## config.mk

```make
export PLATFORM = sky130hd
export DESIGN_NAME = nsr_slave
export DESIGN_NICKNAME = d
export VERILOG_FILES = /design/src/rtl/nsr_pkg.sv /design/src/rtl/nsr_seq.sv /design/src/rtl/nsr_regfile.sv /design/src/rtl/nsr_rdpath.sv /design/src/rtl/nsr_slave.sv
export SDC_FILE = /design/constraint.sdc
export NUM_CORES = 1
export LEC_CHECK = 0
export ABC_AREA = 1
export BUFFER_PORTS_ARGS = -buffer_cell sky130_fd_sc_hd__buf_2
export CAP_MARGIN = 10
export CELL_PAD_IN_SITES_DETAIL_PLACEMENT = 2
export CELL_PAD_IN_SITES_GLOBAL_PLACEMENT = 2
export CORE_MARGIN = 4
export CORE_UTILIZATION = 37
export CTS_BUF_LIST = sky130_fd_sc_hd__clkbuf_8
export CTS_CLUSTER_DIAMETER = 30
export DETAILED_ROUTE_END_ITERATION = 10
export PLACE_DENSITY_LB_ADDON = 0.1
export SETUP_SLACK_MARGIN = 0.5
export SLEW_MARGIN = 20
export SYNTH_ARGS = -nofsm -noshare
export SYNTH_HDL_FRONTEND = slang
export SYNTH_HIERARCHICAL = 1
export SYNTH_SLANG_ARGS = --single-unit
```

## constraint.sdc

```tcl
create_clock -name scl -period 3.3 [get_ports scl]
set_clock_uncertainty 0.2 [all_clocks]
set_input_delay 0.99 -clock scl [delete_from_list [all_inputs] [get_ports scl]]
set_output_delay 0.99 -clock scl [all_outputs]
set_load 0.01 [all_outputs]
```

## src/rtl/nsr_pkg.sv

```systemverilog
package nsr_pkg;
    localparam int unsigned ADDR_W = 15;
    localparam int unsigned NIB_W  = 4;
    localparam int unsigned BYTE_W = 8;

    typedef enum logic [2:0] {
        ST_H0,
        ST_H1,
        ST_H2,
        ST_H3,
        ST_WHI,
        ST_WLO,
        ST_RHI,
        ST_RLO
    } nsr_state_e;
endpackage

```

## src/rtl/nsr_seq.sv

```systemverilog
module nsr_seq
    import nsr_pkg::*;
(
    input  logic              scl,
    input  logic              sel_n,
    input  logic [NIB_W-1:0]  sd_in,
    output logic [ADDR_W-1:0] addr,
    output logic [NIB_W-1:0]  wr_hi,
    output logic              wr_en,
    output logic              rd_active,
    output logic              rd_lo_sel
);
    nsr_state_e        state_q, state_d;
    logic [ADDR_W-1:0] addr_q;
    logic [NIB_W-1:0]  hi_q;
    logic              rw_q;

    // State register: cleared asynchronously while select is high.
    always_ff @(negedge scl or posedge sel_n) begin
        if (sel_n) begin
            state_q <= ST_H0;
        end else begin
            state_q <= state_d;
        end
    end

    // Header assembly, held write nibble and address stepping.
    always_ff @(negedge scl or posedge sel_n) begin
        if (sel_n) begin
            addr_q <= '0;
            hi_q   <= '0;
            rw_q   <= 1'b0;
        end else begin
            unique case (state_q)
                ST_H0: begin
                    rw_q   <= sd_in[NIB_W-1];
                    addr_q <= {sd_in[NIB_W-2:0], {(ADDR_W-NIB_W+1){1'b0}}};
                end
                ST_H1:  addr_q[ADDR_W-NIB_W   -: NIB_W] <= sd_in;
                ST_H2:  addr_q[ADDR_W-2*NIB_W -: NIB_W] <= sd_in;
                ST_H3:  addr_q[NIB_W-1:0]               <= sd_in;
                ST_WHI: hi_q <= sd_in;
                ST_WLO, ST_RLO: addr_q <= addr_q + ADDR_W'(1);
                default: ;
            endcase
        end
    end

    always_comb begin
        unique case (state_q)
            ST_H0:  state_d = ST_H1;
            ST_H1:  state_d = ST_H2;
            ST_H2:  state_d = ST_H3;
            ST_H3:  state_d = rw_q ? ST_RHI : ST_WHI;
            ST_WHI: state_d = ST_WLO;
            ST_WLO: state_d = ST_WHI;
            ST_RHI: state_d = ST_RLO;
            ST_RLO: state_d = ST_RHI;
            default: state_d = ST_H0;
        endcase
    end

    always_comb begin
        wr_en     = (state_q == ST_WLO) && !sel_n;
        rd_active = ((state_q == ST_RHI) || (state_q == ST_RLO)) && !sel_n;
        rd_lo_sel = (state_q == ST_RLO);
        addr      = addr_q;
        wr_hi     = hi_q;
    end


    hdr_len_chk: assert property (@(negedge scl) disable iff (sel_n)
        (state_q == ST_H3) |=> (state_q == ST_WHI || state_q == ST_RHI));


    addr_step_chk: assert property (@(negedge scl) disable iff (sel_n)
        (state_q == ST_WLO || state_q == ST_RLO) |=> (addr_q == $past(addr_q) + ADDR_W'(1)));


    rd_dir_chk: assert property (@(negedge scl) disable iff (sel_n)
        rd_active |-> rw_q);
endmodule

```

## src/rtl/nsr_regfile.sv

```systemverilog
module nsr_regfile
    import nsr_pkg::*;
#(
    parameter int unsigned DEPTH = 16
)(
    input  logic              scl,
    input  logic              rst_n,
    input  logic [ADDR_W-1:0] addr,
    input  logic              wr_en,
    input  logic [BYTE_W-1:0] wr_data,
    output logic [BYTE_W-1:0] rd_data
);
    localparam int unsigned IDX_W = (DEPTH > 1) ? $clog2(DEPTH) : 1;

    logic [BYTE_W-1:0] mem [DEPTH];
    logic [IDX_W-1:0]  idx;
    logic              in_range;

    assign idx      = addr[IDX_W-1:0];
    assign in_range = (addr < ADDR_W'(DEPTH));

    always_ff @(negedge scl or negedge rst_n) begin
        if (!rst_n) begin
            for (int i = 0; i < DEPTH; i++) begin
                mem[i] <= '0;
            end
        end else if (wr_en && in_range) begin
            mem[idx] <= wr_data;
        end
    end

    assign rd_data = in_range ? mem[idx] : '0;


    wr_store_chk: assert property (@(negedge scl) disable iff (!rst_n)
        (wr_en && in_range) |=> (mem[$past(idx)] == $past(wr_data)));
endmodule

```

## src/rtl/nsr_rdpath.sv

```systemverilog
module nsr_rdpath
    import nsr_pkg::*;
(
    input  logic [BYTE_W-1:0] rd_data,
    input  logic              rd_active,
    input  logic              rd_lo_sel,
    output logic [NIB_W-1:0]  sd_out,
    output logic              sd_oe
);
    always_comb begin
        sd_oe  = rd_active;
        sd_out = '0;
        if (rd_active) begin
            sd_out = rd_lo_sel ? rd_data[NIB_W-1:0] : rd_data[BYTE_W-1 -: NIB_W];
        end
    end
endmodule

```

## src/rtl/nsr_slave.sv

```systemverilog
module nsr_slave
    import nsr_pkg::*;
#(
    parameter int unsigned DEPTH = 16
)(
    input  logic              scl,
    input  logic              sel_n,
    input  logic              rst_n,
    input  logic [NIB_W-1:0]  sd_in,
    output logic [NIB_W-1:0]  sd_out,
    output logic              sd_oe
);
    logic [ADDR_W-1:0] addr;
    logic [NIB_W-1:0]  wr_hi;
    logic              wr_en;
    logic              rd_active;
    logic              rd_lo_sel;
    logic [BYTE_W-1:0] rd_data;

    nsr_seq u_seq (
        .scl       (scl),
        .sel_n     (sel_n),
        .sd_in     (sd_in),
        .addr      (addr),
        .wr_hi     (wr_hi),
        .wr_en     (wr_en),
        .rd_active (rd_active),
        .rd_lo_sel (rd_lo_sel)
    );

    nsr_regfile #(.DEPTH(DEPTH)) u_regs (
        .scl     (scl),
        .rst_n   (rst_n),
        .addr    (addr),
        .wr_en   (wr_en),
        .wr_data ({wr_hi, sd_in}),
        .rd_data (rd_data)
    );

    nsr_rdpath u_rd (
        .rd_data   (rd_data),
        .rd_active (rd_active),
        .rd_lo_sel (rd_lo_sel),
        .sd_out    (sd_out),
        .sd_oe     (sd_oe)
    );


    oe_release_chk: assert property (@(negedge scl) disable iff (!rst_n)
        sel_n |-> !sd_oe);
endmodule

```

==> summary by stage, run 1 <==
Floorplan
The die outline height is 160 um. The I/O pin count is 12. In this run the horizontal extent of the chip is 160 um. The initial cell density of the core is 37.6%. The floorplan has 55 rows.

Yosys
The cell count after synthesis is ~1,300. During synthesis, Yosys emitted a total of 6 warnings. The part of the Yosys area used for sequential elements is between 40 and 50%.

The biggest area consumer among synthesized cells is sky130_fd_sc_hd__dfrtn_1. The proportion of netlist area held by the largest area contributor is 44.4%. The most instantiated flip-flop cell in the synthesis netlist is sky130_fd_sc_hd__dfrtn_1. The share of async-settable or async-resettable flops after synthesis is 100%. After synthesis, the mean cell area works out to 6.78 um^2. Yosys instantiated no cell more often than sky130_fd_sc_hd__nand2_1. The post-synthesis sequential element count is 151. The number of enable-type register cells in the synthesized netlist is 0.

The commonest cells after synthesis are sky130_fd_sc_hd__nand2_1, sky130_fd_sc_hd__dfrtn_1, sky130_fd_sc_hd__inv_1. After synthesis the cells add up to about 0.0085 mm^2. By area the synthesized netlist is led by sky130_fd_sc_hd__dfrtn_1, sky130_fd_sc_hd__nand2_1, sky130_fd_sc_hd__inv_1. The number of unique standard cell types used by synthesis is 39. Counting every net in the synthesized netlist gives ~1,300.

STA
The pin ending the worst setup path after global-route repair is sd_out[1]. The type of the worst endpoint after the last repair is a top-level output.

Place
Input and output buffers added on the ports amount to 11. The global placement routability congestion is 0.790. Summed over all nets, the half-perimeter wirelength after detailed placement is 23,500 um.

GRT
The initial antenna violation count was 0. The largest net degree at the start of global routing is 34.

Status
The first error in the log reads "[ERROR DPL-0033] detailed placement checks failed during check placement". The step where the flow halted is 5_1_grt. The run stopped with a tool error.

Clock tree
The number of buffers inserted during clock tree synthesis is 17. Buffers inserted to repair hold after CTS numbered 0. Clock tree synthesis found a total of 151 sinks. The root buffer cell chosen for the clock tree is sky130_fd_sc_hd__clkbuf_8.

The number of buffers between clock root and the deepest sink is 2. CTS built an H-tree with a depth of 4.
-- logic make-up after synthesis --
kind of cell	share of synthesized area, %
xor+xnor	0.103
flops	44.4
buf+inv	9.98
fa+ha+maj	0.147
compound gates	1.90
simple gates	43.4
-- stage by stage --
| step | worst slack [ps] | utilization, % | cell area (um^2) | instances |
|---|---|---|---|---|
| global placement | -1300 | 43.4 | 9820 | 1602 |
| floorplan | -1070 | - | 8720 | 1255 |
| CTS | -1920 | 51.7 | 11700 | 1689 |
| detailed placement | -1480 | 43.4 | 9820 | 1602 |
-- timing repair --
item / 4_1_cts
buffers inserted: 35
pin swaps: 78
setup endpoints to repair: 153
gates cloned: 20
gates resized for setup: 207
==> run 2: changes to the inputs <==
- CELL_PAD_IN_SITES_DETAIL_PLACEMENT: 2 -> not set
- CELL_PAD_IN_SITES_GLOBAL_PLACEMENT: 2 -> not set
- CORE_UTILIZATION: 37 -> 35
- CTS_BUF_LIST: sky130_fd_sc_hd__clkbuf_8 -> not set
- CTS_CLUSTER_DIAMETER: 30 -> not set
- PLACE_DENSITY_LB_ADDON: 0.1 -> 0.15
- SETUP_SLACK_MARGIN: 0.5 -> not set
==> run 2 against run 1 <==
The flow now finishes, with violations (negative setup slack). Area after synthesis did not move. Synthesized cell count did not move.
==> summary by stage, run 2 <==
Clock tree
Clock-pin slew was measured on the worst setup and hold paths at 50 ps. The total clock sinks is 151. Clock tree synthesis selected as its root buffer the cell sky130_fd_sc_hd__clkbuf_16. The CTS tree is built. Clock tree synthesis inserted a total of 17 buffers. The number of buffers between clock root and the deepest sink is 2. The clock tree synthesis step divided the H-tree into 4 levels.

The clock insertion delay at the later pin of the skew report is 410 ps. The count of hold-fix buffers inserted at cts is 0.

STA
The count of pins over their slew limit is 0. Once routing completed, OpenROAD measured the worst setup slack at -1660 ps. The total count of hold-check failures in the final report came to 0. The number of setup violations in the final report is about 130. In this run the tightest slew margin relative to its limit is 26.6%.

The final worst hold slack is around 220 ps. The slew at the pin closest to its max-slew limit is 1100 ps. Setup repair after global routing could not meet its margin everywhere.

Setup path
The category of the worst setup path capture point is an output port. The startpoint class of the critical path is a register. The required time reported for the critical path endpoint is 2110 ps.

The data arrival at the endpoint of the critical path is 3770 ps. The cell with the biggest individual delay on the critical path is sky130_fd_sc_hd__dfrtn_1. Along the worst path, the maximum fanout reaches 21.

The critical path goes through buf_12, buf_12, nand2_1, nand2_1, nand2_1, nand2_1, nand2_1, nand3_2, nor2_1, nor2_1, nor2_2, buf_2. The setup path with the least slack is of type register to output port. The largest single stage delay on the critical path is 490 ps.

The most repeated library cell on the critical path is sky130_fd_sc_hd__nand2_1.

Cells and area
At the end of the flow the core is filled with cells to 45.9%. Of the cells placed in the final design, the portion with a size suffix greater than 1 is ~23%. The top cell types in the final layout, fill and taps aside, are sky130_fd_sc_hd__nand2_1, sky130_fd_sc_hd__dfrtn_1, sky130_fd_sc_hd__inv_1, sky130_fd_sc_hd__nand2_2, sky130_fd_sc_hd__nor2_1. The register containing the most flip-flops in the final layout is u_regs/mem. Leaving out fill and tap cells, the most frequent cell in the layout is sky130_fd_sc_hd__nand2_1. The area growth from synthesis to layout is 27.8%. The repair_antennas step left the layout with diodes totalling 0.

The register with the most flip-flops in the layout has roughly 130 of them. At the end of the flow, the number of nets in the layout was 1,345. The finished cells cover 0.0109 mm^2.

Pwr
The worst-case IR drop observed on VDD is 0.298 mV. The sum of internal, switching and leakage power is around 5.8 mW. The power density over cell area is 532 mW/mm^2.

The static power due to leakage is between 6 and 7 nW.

Detailed routing
The routed layout has 7,769 vias. Using the TritonRoute via totals, the vias-per-cell ratio works out to 4.65. For this run, the detailed router's first-pass iteration total came to 5. For this run, design rule violations remaining after detail routing come to 0. In this run the remaining antenna-violating nets after routing total 0.

The routed length per placed instance is between 15 and 20 um. The routed design has 26,200 um of wire. The violation count after the first detailed-route iteration is 666.

Yosys
The number of enable-type register cells in the synthesized netlist is 0. Ranked by total cell area, the synthesized netlist is headed by sky130_fd_sc_hd__dfrtn_1, sky130_fd_sc_hd__nand2_1, sky130_fd_sc_hd__inv_1. The proportion of synthesized area in mux cells is 0%. The fraction of the mapped netlist area in adder cells is 0.147%. By count the netlist is led by sky130_fd_sc_hd__nand2_1, sky130_fd_sc_hd__dfrtn_1, sky130_fd_sc_hd__inv_1.

Of the post-synthesis cell area, the dominant cell type holds between 40 and 50%. After Yosys synthesis, and, or, nand and nor cells account for ~43% of the synthesized area. The share of async-settable or async-resettable flops after synthesis is 100%. The Yosys step of the flow raised 6 warnings.

The synthesized netlist net count is 1,263. sky130_fd_sc_hd__nand2_1 is the most common cell in the netlist. After synthesis the cells add up to roughly 0.0085 mm^2. The share of the synthesized netlist area taken by xor and xnor gates is 0.103%. The largest family of logic cells by synthesized area is simple AND/OR/NAND/NOR gates. The synthesized area per cell is 6.78 um^2.

The largest total area in the synthesized netlist belongs to sky130_fd_sc_hd__dfrtn_1. The synthesized netlist devotes 1.90% of its cell area to compound gates. Among all flip-flop cells after synthesis, the most frequent one is sky130_fd_sc_hd__dfrtn_1.

The part of the Yosys area used for sequential elements is 44.4%. The number of unique standard cell types used by synthesis is 39. Counting flops and latches in the post-synthesis netlist gives between 150 and 200. The cell count after synthesis is about 1,300.

Status
The run finished, with violations left. The checks that failed: negative setup slack.

Place
Timing analysis after detailed placement gives a worst setup slack of -1260 ps. The count of buffers inserted at the top-level ports is 11. The global placement routability congestion is 0.871.

The placed standard-cell area is 0.00954 mm^2. Detailed placement ended at an HPWL of roughly 17,000 um.

Floorplan
The initial cell density of the core is 35.9%. Row generation in the floorplan step produced 56 rows. The die span in x is 164 um. The die covers 0.0269 mm^2.

For this design the top-level I/O count stands at 12. The core area is between 0.02 and 0.025 mm^2. The die outline height is 164 um.

GRT
Entering global routing, the biggest net connects 42 pins. The initial antenna violation count is 0. The all-layer global routing usage is 20.6%.

The total congestion overflow is 0. The number of global-route vias before repair was about 8,000. The first-pass GRT wire length is 42,500 um.

Flow run
The max-capacitance violation count is 0.

Min path
The min-delay analysis places its worst path in the category register to register.
[run 2: cell counts after synthesis]
No cell type changed its count.
[run 2: routing by layer]
metal	vias to the layer above	global-route usage [%]	share of wire [%]
li1	3944	-	-
met1	3665	28.4	47
met2	139	34.1	48
met3	21	3.06	3.6
met4	0	5.26	1.3
met5	-	0	0
[run 2: critical path, delay by kind of cell (launching register included)]
family        cells  cell delay (ps)
buf+inv           3              480
flops             1              490
simple gates      9              720
[run 2: metrics by stage]
stage | TNS, ps | std cells
3_3_place_gp | -96980 | 1622
4_1_cts | -37080 | 1668
6_report | -40400 | 1669
5_1_grt | -47890 | 1669
2_1_floorplan | -56790 | 1255
3_5_place_dp | -97560 | 1622
[run 2: logic make-up (layout without fill, tap and decap cells)]
logic type | after synthesis | count (layout)
simple gates | 884 | 897
buf+inv | 190 | 272
flops | 151 | 151
compound gates | 28 | 28
fa+ha+maj | 1 | 1
xor+xnor | 1 | 1
[run 2: cell type report]
type                    instances  area [um^2]
fillers                      2478        12800
multi-input cells             927         4530
flip-flops and latches        151         3780
repair buffers                 95          966
inverters                     145          612
clock buffers                  17          425
well taps                     319          399
clock inverters                15          160
[run 2: path summary, 6_finish.rpt]
path	start	end	slack [ps]	depth (start not counted)
min in group asynchronous	rst_n	u_regs/mem[112]$_DFFE_NN0P_	1890	2
worst max register to register	u_seq/addr[4]$_DFFE_NP0P_	u_regs/mem[116]$_DFFE_NN0P_	890	8
worst min-delay path	u_regs/mem[53]$_DFFE_NN0P_	u_regs/mem[53]$_DFFE_NN0P_	220	2
max in group asynchronous	sel_n	u_seq/addr[4]$_DFFE_NP0P_	620	4
worst max-delay path	u_seq/addr[0]$_DFFE_NP0P_	sd_out[1]	-1660	12
worst min register to register	u_regs/mem[53]$_DFFE_NN0P_	u_regs/mem[53]$_DFFE_NN0P_	220	2
[run 2: what timing repair did]
action | in CTS | in global routing
buffers inserted | 1 | 2
pin swaps | 23 | 26
cloned | 14 | 1
gates resized for setup | 69 | 95
setup endpoints to repair | 133 | 133
[run 2: power breakdown]
part	switching, mW	internal (mW)	total (mW)	leakage (nW)
sequential	0.0993	1.93	2.03	2.05
combinational	1.17	0.605	1.77	3.68
clock	0.899	1.08	1.97	0.290
Power figures use the tool's default switching activity.
==> run 3: changes to the inputs <==
- CORE_UTILIZATION: 35 -> 60
- CTS_BUF_LIST: not set -> sky130_fd_sc_hd__clkbuf_16
==> run 3 against run 2 <==
The flow still finishes with violations (negative setup slack). Routed wire length rose by 2.0%. Worst setup slack got worse by 25 ps. Cell count fell by 8.3%. Register-to-register slack got worse by 20 ps. Sequential share of layout area rose by 0.33 points. Clock-buffer cell count did not move. Hold slack barely moved. Utilization rose by 32 points. Sequential cell count did not move. Highest routed layer unchanged.
==> summary by stage, run 3 (synthesized netlist as in run 2, its figures left out) <==
Cells and area
The register with the most flip-flops in the layout has 128 of them. The number of nets in the layout is 1,347. The post-layout utilization of the core is 77.6%. The most common cell after layout, fill and taps aside is sky130_fd_sc_hd__nand2_1. The area growth from synthesis to layout is 26.6%. Leaving out fill and tap cells, the most frequent cells in the layout are sky130_fd_sc_hd__nand2_1, sky130_fd_sc_hd__dfrtn_1, sky130_fd_sc_hd__inv_1, sky130_fd_sc_hd__nand2_2, sky130_fd_sc_hd__nor2_1.

The register containing the most flip-flops in the final layout is u_regs/mem. Cells with a size suffix above 1 make up 22.6% of the layout. Leaving out filler cells and counting taps, the final layout contains between 1,500 and 2,000. The count of inserted antenna diode cells is 0.

The post-route cell area is 0.0108 mm^2.

Place
The count of buffers inserted at the top-level ports is 11. Summing all placed instances gives a cell area of between 0.009 and 0.01 mm^2. OpenSTA, run right after detailed placement, puts the worst setup slack at -1240 ps.

The global placement routability congestion is 0.928. The number of instances in the placed design is 1,469. The post-DP HPWL is 15,500 um.

Floorplan
The die covers between 0.015 and 0.02 mm^2. In this run the vertical extent of the chip is 127 um. The core region is 0.0139 mm^2. The die span in x is 127 um. The total number of placement rows is 43. The initial cell density of the core is 61.3%. The I/O pin count is 12.

Flow run
The max-capacitance violation count is 0.

Setup path
The cell count along the critical path is 14. Counting stages on the worst path, the most repeated cell is sky130_fd_sc_hd__nand2_1. The depth of the worst register-to-register path is 7. The worst setup path is launched from a register.

The count of buffer and inverter cells on the critical path is 4. For the worst setup path, the data arrival time is 3790 ps. Along the worst path, the maximum fanout reaches 16. The delay of the slowest cell on the worst path is 470 ps.

The dominant delay contributor by cell family on the critical path is simple AND/OR/NAND/NOR gates. The cell with the biggest individual delay on the critical path is sky130_fd_sc_hd__dfrtn_1. The category of the worst setup path capture point is an output port. The kind of critical path is register to output port.

The signal on the critical path passes through inv_4, buf_12, nand2_2, nand2_1, nand2_1, nand2_1, nand2_1, nand3_1, nor2_1, inv_1, nand2_1, nand2_1, nor2_2, buf_2. STA puts the critical path data required time at 2110 ps.

STA
For the pin with the worst max-slew slack, the measured transition is 1110 ps. The worst pin sits at a relative slew slack of between 20 and 30%. The total count of hold-check failures in the final report is 0. For the final routed database, the setup TNS stands at -47,520 ps. The number of setup violations in the final report is 133. On the final layout, the worst hold slack is roughly 220 ps. Setup repair after global routing could not meet its margin everywhere. In the post-route analysis, the smallest setup slack over all paths is -1680 ps. The count of pins over their slew limit is 0.

Detailed routing
The remaining number of nets flagged by the antenna check after routing is 0. The remaining design rule violation count is 0. Before antenna repair, the detailed router went through 6 iterations. In the final routed layout, each cell accounts on average for around 17 um. The final wirelength is 26,700 um. The average vias per placed instance is 5.61. The detailed-route via count is 8,588. The violation count after the first detailed-route iteration is 1,000.

Clock tree
The number of buffers inserted during clock tree synthesis is 17. No sink is reached through more buffers than the 2 on the longest clock path. The buffer type at the clock tree root is sky130_fd_sc_hd__clkbuf_16.

The clock transition at the registers of the reported paths is 40 ps. The total clock sinks is 151. The clock insertion delay at the later pin of the skew report is 400 ps. The H-tree was split into 4 levels. The count of hold-fix buffers inserted at cts is 0.

TritonCTS built the clock tree.

GRT
The total congestion overflow is 0. Entering global routing, the biggest net connects 54 pins. The initial antenna violation count is 0. Global routing used 34.1% of the available tracks.

The number of global-route vias before repair is 8,458. The first global-routing pass estimated 43,000 um of wire.

Pwr
Dividing total power by cell area gives a power density of 528 mW/mm^2. The static power due to leakage is 6.07 nW. The design draws 5.68 mW. The worst IR drop on VDD is 0.427 mV.

Min path
Along the worst hold path, the cell count comes to 2. The path category of the worst min-delay check is register to register.

Status
The run finished, with violations left. The final reports fail on negative setup slack.
==> run 3: cell count changes in the layout (fill, tap and decap cells not counted), sizes merged <==
cell,before,now
buf,95,93
clkinvlp,1,5
nand2,725,726
nand4,33,36
clkinv,16,19
inv,142,133
==> run 3: where the power goes <==
group | switching [mW] | internal [mW]
Sequential | 0.0878 | 1.94
Clock | 0.791 | 1.02
Combinational | 1.20 | 0.645
Total | 2.08 | 3.60
==> run 3: final timing paths <==
| path | startpoint | endpoint | slack (ps) |
|---|---|---|---|
| min in group asynchronous | rst_n | u_regs/mem[60]$_DFFE_NN0P_ | 1730 |
| setup reg to reg | u_seq/addr[14]$_DFFE_NP0P_ | u_regs/mem[31]$_DFFE_NN0P_ | 870 |
| hold / removal | u_regs/mem[108]$_DFFE_NN0P_ | u_regs/mem[108]$_DFFE_NN0P_ | 220 |
| hold reg to reg | u_regs/mem[108]$_DFFE_NN0P_ | u_regs/mem[108]$_DFFE_NN0P_ | 220 |
| setup / recovery | u_seq/addr[0]$_DFFE_NP0P_ | sd_out[2] | -1680 |
| max in group asynchronous | sel_n | u_seq/addr[6]$_DFFE_NP0P_ | 630 |
==> run 3: area by class of cell <==
class	count	area, um^2
Fill cell	952	3110
Timing Repair Buffer	93	1020
Clock buffer	17	425
Tap cell	180	225
Clock inverter	13	111
Multi-Input combinational cell	931	4590
Inverter	145	612
Sequential cell	151	3780
==> run 3: routing by layer <==
layer | share of wire, % | up-vias | global-route usage, %
met4 | 3.8 | 0 | 16.0
met3 | 8.4 | 107 | 6.40
li1 | - | 3969 | -
met2 | 47 | 420 | 54.4
met1 | 40 | 4092 | 45.2
met5 | 0 | - | 0
==> run 3: worst register-to-register path, stage by stage (launching register included) <==
cell,delay [ps]
sky130_fd_sc_hd__dfrtn_1,350
sky130_fd_sc_hd__nor2_1,150
sky130_fd_sc_hd__nand2_2,110
sky130_fd_sc_hd__nor2_8,100
sky130_fd_sc_hd__buf_4,770
sky130_fd_sc_hd__nand4_4,350
sky130_fd_sc_hd__nand2_2,170
sky130_fd_sc_hd__nand2_2,70
==> run 3: timing repair <==
action	4_1_cts	5_1_grt
cloned	20	0
resized for setup	71	93
setup buffers	12	3
setup endpoints to repair	133	133
hold endpoints to repair	0	0
pin swaps	51	34
==> run 4: changes to the inputs <==
- clock period: 3.3 -> 6.3 ns (I/O delays scaled with it)
==> run 4 against run 3 <==
The flow still finishes with violations (negative setup slack). Hold slack improved by 1.7 ps. Routed wire length decreased by 12%. Combinational power decreased by 53%. Via count fell by 7.9%. Cell area is 7.4% lower. First-iteration DRC count fell by 22%. Critical endpoint is now sd_out[3].
==> summary by stage, run 4 (synthesized netlist as in run 2, its figures left out) <==
Status
The flow ran to the end, but the final reports show violations. The checks that failed: negative setup slack.

STA
Setup repair after global routing could not meet its margin everywhere. For the pin with the worst max-slew slack, the measured transition is 983 ps. The count of pins over their slew limit is 0. Setup violations remaining at the end of the flow were counted as 5. The final-layout setup total negative slack is -4570 ps. In the post-route analysis, the smallest setup slack over all paths is -1060 ps.

The worst-case headroom to the max-slew limit is between 30 and 40%. The total count of hold-check failures in the final report came to 0. On the final layout, the worst hold slack is 224 ps.

Cells and area
The register with the most flip-flops in the layout has approximately 130 of them. The sequential cell area in the final layout is about 0.0038 mm^2. Counting the fill cells in the layout gives 1,130. The area growth from synthesis to layout is 17.2%.

The share of final-layout standard cells stronger than drive strength 1 is about an eighth. The count of inserted antenna diode cells is 0. The number of non-filler instances in the completed layout is approximately 1,500. More flip-flops sit in one register than any other, and that register is u_regs/mem.

At the end of the flow, the number of nets in the layout was 1,322. In the layout the commonest cells are sky130_fd_sc_hd__nand2_1, sky130_fd_sc_hd__dfrtn_1, sky130_fd_sc_hd__inv_1, sky130_fd_sc_hd__nor2_1, sky130_fd_sc_hd__buf_4. The post-layout utilization of the core is 71.8%.

The most common cell after layout, fill and taps aside is sky130_fd_sc_hd__nand2_1. After routing the design area is 0.00997 mm^2. Summing all multi-input logic gate instances after layout gives 0.00396 mm^2.

Setup path
The count of buffer and inverter cells on the critical path is 4. The startpoint class of the critical path is a register. The delay of the slowest cell on the worst path is 480 ps. The worst-path maximum fanout is 12. The critical path goes through inv_4, buf_12, nand2_1, nand2_1, nand2_1, nand2_1, nand2_1, nand3_2, nor2_1, inv_1, nand2_1, nand2_1, nor2_2, buf_2. The cell that appears most often on the critical path is sky130_fd_sc_hd__nand2_1. Among all stages on the critical path, the largest delay is contributed by sky130_fd_sc_hd__dfrtn_1.

The worst setup path is of the register to output port kind. The required time reported for the critical path endpoint is 4210 ps. The data arrival at the endpoint of the critical path is 5270 ps.

Broken down by cell family, the worst path's largest delay share belongs to simple AND/OR/NAND/NOR gates. The category of the worst setup path capture point is an output port.

GRT
The all-layer global routing usage is 30.4%. The initial antenna violation count is 0. For this run, global-route usage on met2 was measured as 50.8%.

In the global route stage, met1 resource usage came out at 40.5%. The layer with the highest usage is met2. The number of global-route vias before repair is roughly 7,600.

The largest net degree at the start of global routing is 37. The total congestion overflow is 0. The met3 global-route usage is 5.06%.

The first global-routing pass estimated between 30,000 and 40,000 um of wire.

Clock tree
Clock latency on the worst-skew pair, taken at its later pin, is 400 ps. TritonCTS built the clock tree. No sink is reached through more buffers than the 2 on the longest clock path. The tree is rooted in a sky130_fd_sc_hd__clkbuf_16.

The total clock sinks is around 150. After clock tree synthesis, the clock-pin slew on the worst setup and hold paths is 50 ps. The H-tree was split into 4 levels. The number of buffers inserted during clock tree synthesis is 17.

Detailed routing
The remaining design rule violation count is 0. The remaining number of nets flagged by the antenna check after routing is 0. The detailed-route via count is between 7,000 and 8,000. After the first detailed-routing iteration, the DRC count stood at 780. After detailed routing, the number of vias per cell comes to about 5.2. The first detailed-routing pass ran for 6 iterations.

The routed length per placed instance is 15.6 um. The routed design has between 20,000 and 25,000 um of wire.

Floorplan
12 I/O pins were placed. The area of the die is 0.0161 mm^2. The initial cell density of the core is 61.3%. Row generation in the floorplan step produced 43 rows. The die outline height is about 130 um. The core area is 0.0139 mm^2. The die span in x is between 100 and 150 um.

Pwr
Of the total power, the clock network draws 36.5%. Net switching is 33.9% of the power. Cell internal power was estimated by the tool at 2.02 mW.

For this design the ratio of total power to cell area is 306 mW/mm^2. Summing internal, switching and leakage power gives 3.05 mW. Sequential cells burn 34.8% of the power.

The net switching power figure is ~1.0 mW. The static power due to leakage is 5.78 nW. The share of total power dissipated in combinational logic is 28.7%. VDD sags by at most approximately 0.21 mV.

Place
The post-DP HPWL is 15,600 um. After detailed placement, the total cell area comes to 0.00916 mm^2. The global placement routability congestion is 0.948. In this run the tool buffered the top-level ports with 11 buffer cells. The worst-case setup slack after placement is -628 ps.

The number of instances in the placed design is 1,470.

Min path
The path category of the worst min-delay check is register to register.

Flow run
The max-capacitance violation count is 0.
## run 4: final cells by class
type,count,area share [%]
multi-input cells,914,39.7
flip-flops and latches,151,37.9
repair buffers,85,7.93
inverters,145,5.80
clock buffers,17,4.27
well taps,180,2.26
clock inverters,15,2.12
## run 4: routing by layer
layer  up-vias  share of wire, %
li1       3843                 -
met1      3730                42
met2       286                49
met3        52               6.7
met4         0               2.4
met5         -                 0
## run 4: final timing paths
kind                                            start                          to  slack (ps)  depth (start not counted)
hold reg to reg            u_regs/mem[64]$_DFFE_NN0P_  u_regs/mem[64]$_DFFE_NN0P_         220                          2
hold / removal             u_regs/mem[64]$_DFFE_NN0P_  u_regs/mem[64]$_DFFE_NN0P_         220                          2
setup reg to reg           u_seq/state_q[2]$_DFF_NP0_  u_regs/mem[28]$_DFFE_NN0P_        4140                          9
setup / recovery            u_seq/addr[0]$_DFFE_NP0P_                   sd_out[3]       -1060                         14
min in group asynchronous                       rst_n  u_regs/mem[34]$_DFFE_NN0P_        4220                          1
max in group asynchronous                       rst_n  u_regs/mem[36]$_DFFE_NN0P_        1100                          2
## run 4: repair_timing
action | CTS | global route
gates resized for setup | 18 | 3
buffers inserted | 4 | 0
hold buffers | 0 | 0
gates cloned | 2 | 0
hold endpoints to repair | 0 | 0
endpoints found under the setup margin | 5 | 5
pin swaps | 2 | 1
## run 4: worst register-to-register path, stage by stage (launching register included)
cell and delay (ps):
sky130_fd_sc_hd__dfrtn_1 460, sky130_fd_sc_hd__inv_2 50, sky130_fd_sc_hd__buf_4 120, sky130_fd_sc_hd__buf_4 150, sky130_fd_sc_hd__nor4_4 260, sky130_fd_sc_hd__buf_12 200
sky130_fd_sc_hd__nand4_2 300, sky130_fd_sc_hd__inv_2 260, sky130_fd_sc_hd__nand2_1 80, sky130_fd_sc_hd__nand2_1 120
## run 4: power by group through the flow
stage	Sequential (mW)	Combinational, mW	Clock [mW]
detailed placement	1.08	0.820	0
global route	1.07	0.957	1.16
global placement	1.08	0.815	0
floorplan	1.07	0.513	0
finish	1.06	0.875	1.11
CTS	1.06	0.858	1.12
